## src/rtl/ret_stack.sv

```systemverilog
module ret_stack #(
  parameter int DEPTH = 6,
  parameter int PC_W  = 12
) (
  input  logic            clk,
  input  logic            rst_n,
  input  logic            push_i,
  input  logic            pop_i,
  input  logic [PC_W-1:0] pc_i,
  input  logic            irq_i,
  output logic [PC_W-1:0] pc_o,
  output logic            full_o,
  output logic            empty_o,
  output logic            irq_pend_o,
  output logic            irq_ack_o,
  output logic            underflow_o
);
  localparam int LVL_W = $clog2(DEPTH + 1);

  logic [PC_W-1:0]  lvl_q [DEPTH];
  logic [LVL_W-1:0] used_q;
  logic             pend_q, und_q;
  logic             do_pop, do_push;

  assign empty_o     = (used_q == '0);
  assign full_o      = (used_q == LVL_W'(DEPTH));
  assign irq_pend_o  = pend_q;
  assign underflow_o = und_q;
  assign irq_ack_o   = pend_q && !push_i && !pop_i && !full_o;
  assign do_pop      = pop_i;
  assign do_push     = (push_i && !pop_i) || irq_ack_o;
  assign pc_o        = empty_o ? '0 : lvl_q[used_q - LVL_W'(1)];

  always_ff @(posedge clk) begin
    if (!rst_n) begin
      used_q <= '0;
      pend_q <= 1'b0;
      und_q  <= 1'b0;
    end else begin
      und_q  <= do_pop && empty_o;
      pend_q <= irq_i || (pend_q && !irq_ack_o);
      if (do_pop) begin
        if (!empty_o) used_q <= used_q - LVL_W'(1);
      end else if (do_push && !full_o) begin
        used_q <= used_q + LVL_W'(1);
      end
    end
  end

  for (genvar g = 0; g < DEPTH; g++) begin : g_lvl
    always_ff @(posedge clk) begin
      if (do_push && !do_pop) begin
        if (full_o) begin
          if (g == DEPTH - 1) lvl_q[g] <= pc_i;
          else                lvl_q[g] <= lvl_q[(g + 1) % DEPTH];
        end else if (used_q == LVL_W'(g)) begin
          lvl_q[g] <= pc_i;
        end
      end
    end
  end

  a_r3_bound: assert property (@(posedge clk) disable iff (!rst_n)
    used_q <= LVL_W'(DEPTH));
  a_r3_flags_excl: assert property (@(posedge clk) disable iff (!rst_n)
    !(full_o && empty_o));
  a_r2_pop_step: assert property (@(posedge clk) disable iff (!rst_n)
    pop_i && !empty_o |=> used_q == $past(used_q) - LVL_W'(1));
  a_r4_full_push: assert property (@(posedge clk) disable iff (!rst_n)
    push_i && !pop_i && full_o |=> full_o);
  a_r5_underflow: assert property (@(posedge clk) disable iff (!rst_n)
    pop_i && empty_o |=> underflow_o && empty_o);
  a_r5_no_false_und: assert property (@(posedge clk) disable iff (!rst_n)
    !(pop_i && empty_o) |=> !underflow_o);
  a_r6_pop_wins: assert property (@(posedge clk) disable iff (!rst_n)
    push_i && pop_i && !empty_o |=> used_q == $past(used_q) - LVL_W'(1));
  a_r7_latch: assert property (@(posedge clk) disable iff (!rst_n)
    irq_i |=> irq_pend_o);
  a_r9_no_ack_full: assert property (@(posedge clk) disable iff (!rst_n)
    full_o |-> !irq_ack_o);
  a_r8_ack_push: assert property (@(posedge clk) disable iff (!rst_n)
    irq_ack_o |=> used_q == $past(used_q) + LVL_W'(1));
endmodule

```

## config.mk

```make
export PLATFORM = sky130hd
export DESIGN_NAME = ret_stack
export DESIGN_NICKNAME = d
export VERILOG_FILES = /design/src/rtl/ret_stack.sv
export SDC_FILE = /design/constraint.sdc
export NUM_CORES = 1
export LEC_CHECK = 0
export ABC_AREA = 1
export BUFFER_PORTS_ARGS = -buffer_cell sky130_fd_sc_hd__buf_2
export CORE_MARGIN = 8
export CORE_UTILIZATION = 30
export DETAILED_ROUTE_END_ITERATION = 10
export MAX_ROUTING_LAYER = met4
export PLACE_DENSITY_LB_ADDON = 0.1
export SYNTH_ARGS = -nofsm -noshare
export SYNTH_HDL_FRONTEND = slang
export SYNTH_SLANG_ARGS = --single-unit
```

## constraint.sdc

```tcl
create_clock -name clk -period 4.02 [get_ports clk]
set_clock_uncertainty 0.05 [all_clocks]
set_input_delay 0.804 -clock clk [delete_from_list [all_inputs] [get_ports clk]]
set_output_delay 0.804 -clock clk [all_outputs]
set_load 0.05 [all_outputs]
```

After elaboration in Yosys (flattened, before gate mapping) --
Memories as Yosys holds them, arrays and structs flattened. Cells that the tools add are included.
Word-level totals: bits in registers 5, input bits 17, output and inout bits 17, word-level logic and storage cells 73, RAM bits 72, memories kept 1
Memory list:
- lvl_q | words 6, width 12, read ports 6, clocked after memory_dff 0, wr ports 6, RTL line 20 | logic [PC_W-1:0] lvl_q [DEPTH];
Cells by class: reduce and logical (&&, ||, !) cells 17, mux-type cells 37, add/sub/neg operators 2, bitwise logic cells 6, equality and inequality tests 7
Operators by type and width (number):
- $mux W12 | 7
- $mux W1 | 27
- $eq A3 B3 Y1 const B | 3
- $mux W3 | 3
- $logic_and A1 B1 Y1 | 8
- $eq A3 B2 Y1 const B | 2
- $or A1 B1 Y1 | 6
- $logic_not A1 Y1 | 4
- $add A3 B1 Y3 const B | 1
- $eq A3 B1 Y1 const B | 1
- $logic_not A3 Y1 | 1
- $sub A3 B1 Y3 const B | 1
- $logic_or A1 B1 Y1 | 2
- $ne A2 B2 Y1 const B | 1
- $reduce_and A2 Y1 | 1
- $reduce_bool A2 Y1 | 1

Longest topological paths before layout --
depth in word-level cells 9, mapped depth 11, mapped depth without buffers 8

Worst setup path after synthesis --
OpenSTA, ideal clock, no wires.
path type flip-flop to output port, start point reg used_q[0], end point out pc_o[10], cell stages (with the launch flop) 10, setup slack 0.701 ns, arrival time 2.465 ns, required time 3.166 ns, buffers on the path 3, cell sequence dfxtp_1 inv_1 buf_2 clkbuf_1 ha_1 inv_1 clkbuf_1 nor2_1 o21ai_0 a31oi_1
Between the ends: word-level cells in the longest chain between the ends 3, elaborated cells between the ends (all ways) 4, classes of those cells 1 x add/sub; 1 x mux; 1 x reduce/logical; 1 x memory
Ends and longest elaborated chain:
- from (decl) | RTL line 21 | logic [LVL_W-1:0] used_q;
- from (signal assigned) | RTL line 43 | if (!empty_o) used_q <= used_q - LVL_W'(1);
- from (signal assigned) | RTL line 45 | used_q <= used_q + LVL_W'(1);
- $sub A3 B1 Y3 | RTL line 32 | assign pc_o = empty_o ? '0 : lvl_q[used_q - LVL_W'(1)];
- $mem_v2 Z6 W12
- $mux W12 * | RTL line 32
- to (decl) | RTL line 11 | output logic [PC_W-1:0] pc_o,
Mark *: on every way between the ends. The rest lies on a longest branch, timed or not.

Worst setup path after layout --
start point reg used_q[0], end point out pc_o[0]
The elaborated chain is that of the path after synthesis.

==> metrics.cfg <==
[run_status]
run_status=completed

[routing]
iteration_0_drc_markers=170
antenna_violating_nets_post_route=0
viasPerCell=4.47
drt_drc_violations_left=0
number_of_optimization_iterations_in_the_first_detailed_route_pass=5
avgRoutedWirePerCell_um=15.1
wl_um=9520
route.vias.total=2823

[pwr]
total_power_divided_by_cell_area_mw_per_mm2=547
static-leakage-power_nw=1.93
p_total_mw=2.50
ir_drop_mv=0.208

[timing]
report.final.setup_viol=0
final.setup.tns_ns=0
fmax_mhz=270
finalHoldViolCount=0
slew_headroom=0.554
rsz0062_at_grt=no
tightest_slew_ns=0.668
post-route-period-util=0.920
finalCriticalPeriod_ns=3.70
drv_slew=0

[finish]
drive_above_1_share=0.169
antennaDiodeCount=0
area.growth.synth_to_final_pct=13.3
fin_nets=475
post-route-util=0.347
final_cell_area_mm2=0.00458
final_cell_count_no_fill=632
layout.filler_cells=1376

[worst_setup_path]
critical_path_peak_fanout=17
library_cell_appearing_most_often_on_the_critical_path=sky130_fd_sc_hd__inv_1
worst_r2r_startpoint=used_q[0]
cp-end-kind=output port
critPathArrivalTime_ns=2.84
cp_slowest_stage_delay_ns=0.69
timing_worst_setup_path_type=flip-flop to output port
timing.critical_path.from=used_q[0]
rrSetupSlack_ns=1.36
slowest_stage=sky130_fd_sc_hd__ha_1
cp-start-kind=flip-flop
timing.critical_path.cells=inv_1, ha_1, inv_1, nor2_1, o21ai_0, a31oi_1, buf_2
critPathRequiredTime_ns=3.17

[grt]
remaining_global_route_overflow=0
grtUsageMet3=0.0198
grt_use_met2=0.147
busiest_layer=met1
globalRouteTotalUtil=0.117
grt_use_met1=0.173
first_global_vias=2747
grt_first_pass_wirelength_um=15400
antenna_found_initial=0
maximum_number_of_pins_on_one_net_before_global_route_repair=40

[logic_synthesis]
synthDominantCellAreaShare=0.535
synth_edf_count=72
ys_seq_area_frac=0.560
async_flop_share=0
synth.cell_area_mm2=0.00404
yosysMostFrequentCell=sky130_fd_sc_hd__nand2_1
syn_inst=429
yosysTopAreaCell=sky130_fd_sc_hd__edfxtp_1
synth-main-ff-cell=sky130_fd_sc_hd__edfxtp_1
post_synth_net_total=452
netlist_top_cells_area=sky130_fd_sc_hd__edfxtp_1 53%, sky130_fd_sc_hd__nand2_1 10%, sky130_fd_sc_hd__o21ai_1 5.6%
post_synth_num_cell_types=23
post_synth_most_frequent_cells=111 x sky130_fd_sc_hd__nand2_1, 72 x sky130_fd_sc_hd__edfxtp_1, 52 x sky130_fd_sc_hd__nor2_1, 45 x sky130_fd_sc_hd__o21ai_1, 37 x sky130_fd_sc_hd__o21ai_0
synth.ff_latch_count=77
synthesis.area_per_instance_um2=9.42
ys_warn_count=0

[hold_path]
timing.hold.worst.start=used_q[1]
timing.hold.worst.class=flip-flop to flip-flop

[placement]
dp_hpwl_um=7000
placed_area_mm2=0.00427
place.port_buffers=33
place.gp.congestion=0.749
placed_cells_incl_taps=617

[die]
io_count=34
die_h_um=132
floorplan.die_area_mm2=0.0174
coreArea_mm2=0.0132
initial_core_util=0.306
fp.dieW_um=132
placement_rows=42

[clock_tree]
clock_path_buffers=2
cts.sinks=77
clkTransAtPathRegs_ns=0.06
cts_buffers=9
cts-root-buf=sky130_fd_sc_hd__clkbuf_16
ctsHtreeMaxLevel=3
clock_tree_from_tritoncts=built
clock_insertion_delay_worst_skew_ns=0.34
cts_hold_buffers=0
cts_post_setup_buffers_inserted=0
post_cts_resized=0

[flow_run]
maxCapViolCount=0

[sequential cells by signal, summed over array words and instances (netlist names)]
name	cells
irq_pend_o	1
lvl_q	72
underflow_o	1
used_q	3
[layout by cell type, fill, tap and decap left out]
| cell | instances |
|---|---|
| sky130_fd_sc_hd__a21oi_1 | 5 |
| sky130_fd_sc_hd__a31oi_1 | 12 |
| sky130_fd_sc_hd__buf_2 | 33 |
| sky130_fd_sc_hd__buf_4 | 3 |
| sky130_fd_sc_hd__bufinv_16 | 2 |
| sky130_fd_sc_hd__clkbuf_16 | 9 |
| sky130_fd_sc_hd__clkinv_2 | 1 |
| sky130_fd_sc_hd__clkinv_4 | 1 |
| sky130_fd_sc_hd__clkinvlp_4 | 2 |
| sky130_fd_sc_hd__dfxtp_1 | 5 |
| sky130_fd_sc_hd__edfxtp_1 | 72 |
| sky130_fd_sc_hd__ha_1 | 6 |
| sky130_fd_sc_hd__inv_1 | 25 |
| sky130_fd_sc_hd__inv_2 | 2 |
| sky130_fd_sc_hd__nand2_1 | 111 |
| sky130_fd_sc_hd__nand2_2 | 1 |
| sky130_fd_sc_hd__nand2_4 | 6 |
| sky130_fd_sc_hd__nand2_8 | 1 |
| sky130_fd_sc_hd__nand3_1 | 6 |
| sky130_fd_sc_hd__nand4_4 | 1 |
| sky130_fd_sc_hd__nor2_1 | 52 |
| sky130_fd_sc_hd__nor3_1 | 1 |
| sky130_fd_sc_hd__o211ai_1 | 1 |
| sky130_fd_sc_hd__o21ai_0 | 37 |
| sky130_fd_sc_hd__o21ai_1 | 45 |
| sky130_fd_sc_hd__o21ai_2 | 15 |
| sky130_fd_sc_hd__xor2_1 | 1 |
[worst paths after layout]
check / end / depth (start not counted)
min: used_q[1] / 2
max: pc_o[0] / 7
max reg2reg: lvl_q[0][8] / 6
min reg2reg: used_q[1] / 2
[area by class of cell]
cell class,count,area (um2),area share
clock buffer,9,225,0.0492
timing repair buffer,36,188,0.0410
tap,176,220,0.0481
sequential,77,2260,0.494
inverter,27,101,0.0221
clock inverter,6,88.8,0.0194
multi-input combinational,301,1500,0.326
[power by group]
group	switching, mW	internal, mW
clock network	0.343	0.540
logic	0.516	0.156
registers	0.0198	0.930
total	0.878	1.63
[kinds of logic (layout without fill, tap and decap cells)]
family                   Yosys count  count (layout)  share of synthesized area
buffers and inverters             51              78                     0.0706
flip-flops                        77              77                      0.560
AND/OR/NAND/NOR                  179             179                      0.188
XOR/XNOR                           1               1                    0.00217
AO/OA/AOI/OAI                    115             115                      0.161
adder cells (fa/ha/maj)            6               6                     0.0186
[worst max-delay path, delay by kind of cell, from the launching register on]
kind	cells	cell delay, ns
compound gates	2	0.40
fa+ha+maj	1	0.69
buf+inv	3	0.91
flops	1	0.33
simple gates	1	0.16
[routing by layer]
| layer | part of all wire | vias up | routed length, um |
|---|---|---|---|
| li1 | - | 1510 | - |
| met1 | 0.55 | 1255 | 5280 |
| met2 | 0.40 | 48 | 3790 |
| met3 | 0.029 | 10 | 275 |
| met4 | 0.018 | 0 | 172 |
| met5 | 0 | - | 0 |
[metrics by stage]
stage          setup slack [ns]  hold WS, ns
2_1_floorplan             0.701        0.447
4_1_cts                   0.263        0.495
5_1_grt                  0.0514        0.524
3_3_place_gp              0.714        0.480
3_5_place_dp              0.654        0.487
6_report                  0.321        0.492
No activity file was read; power rests on OpenSTA's default activity.
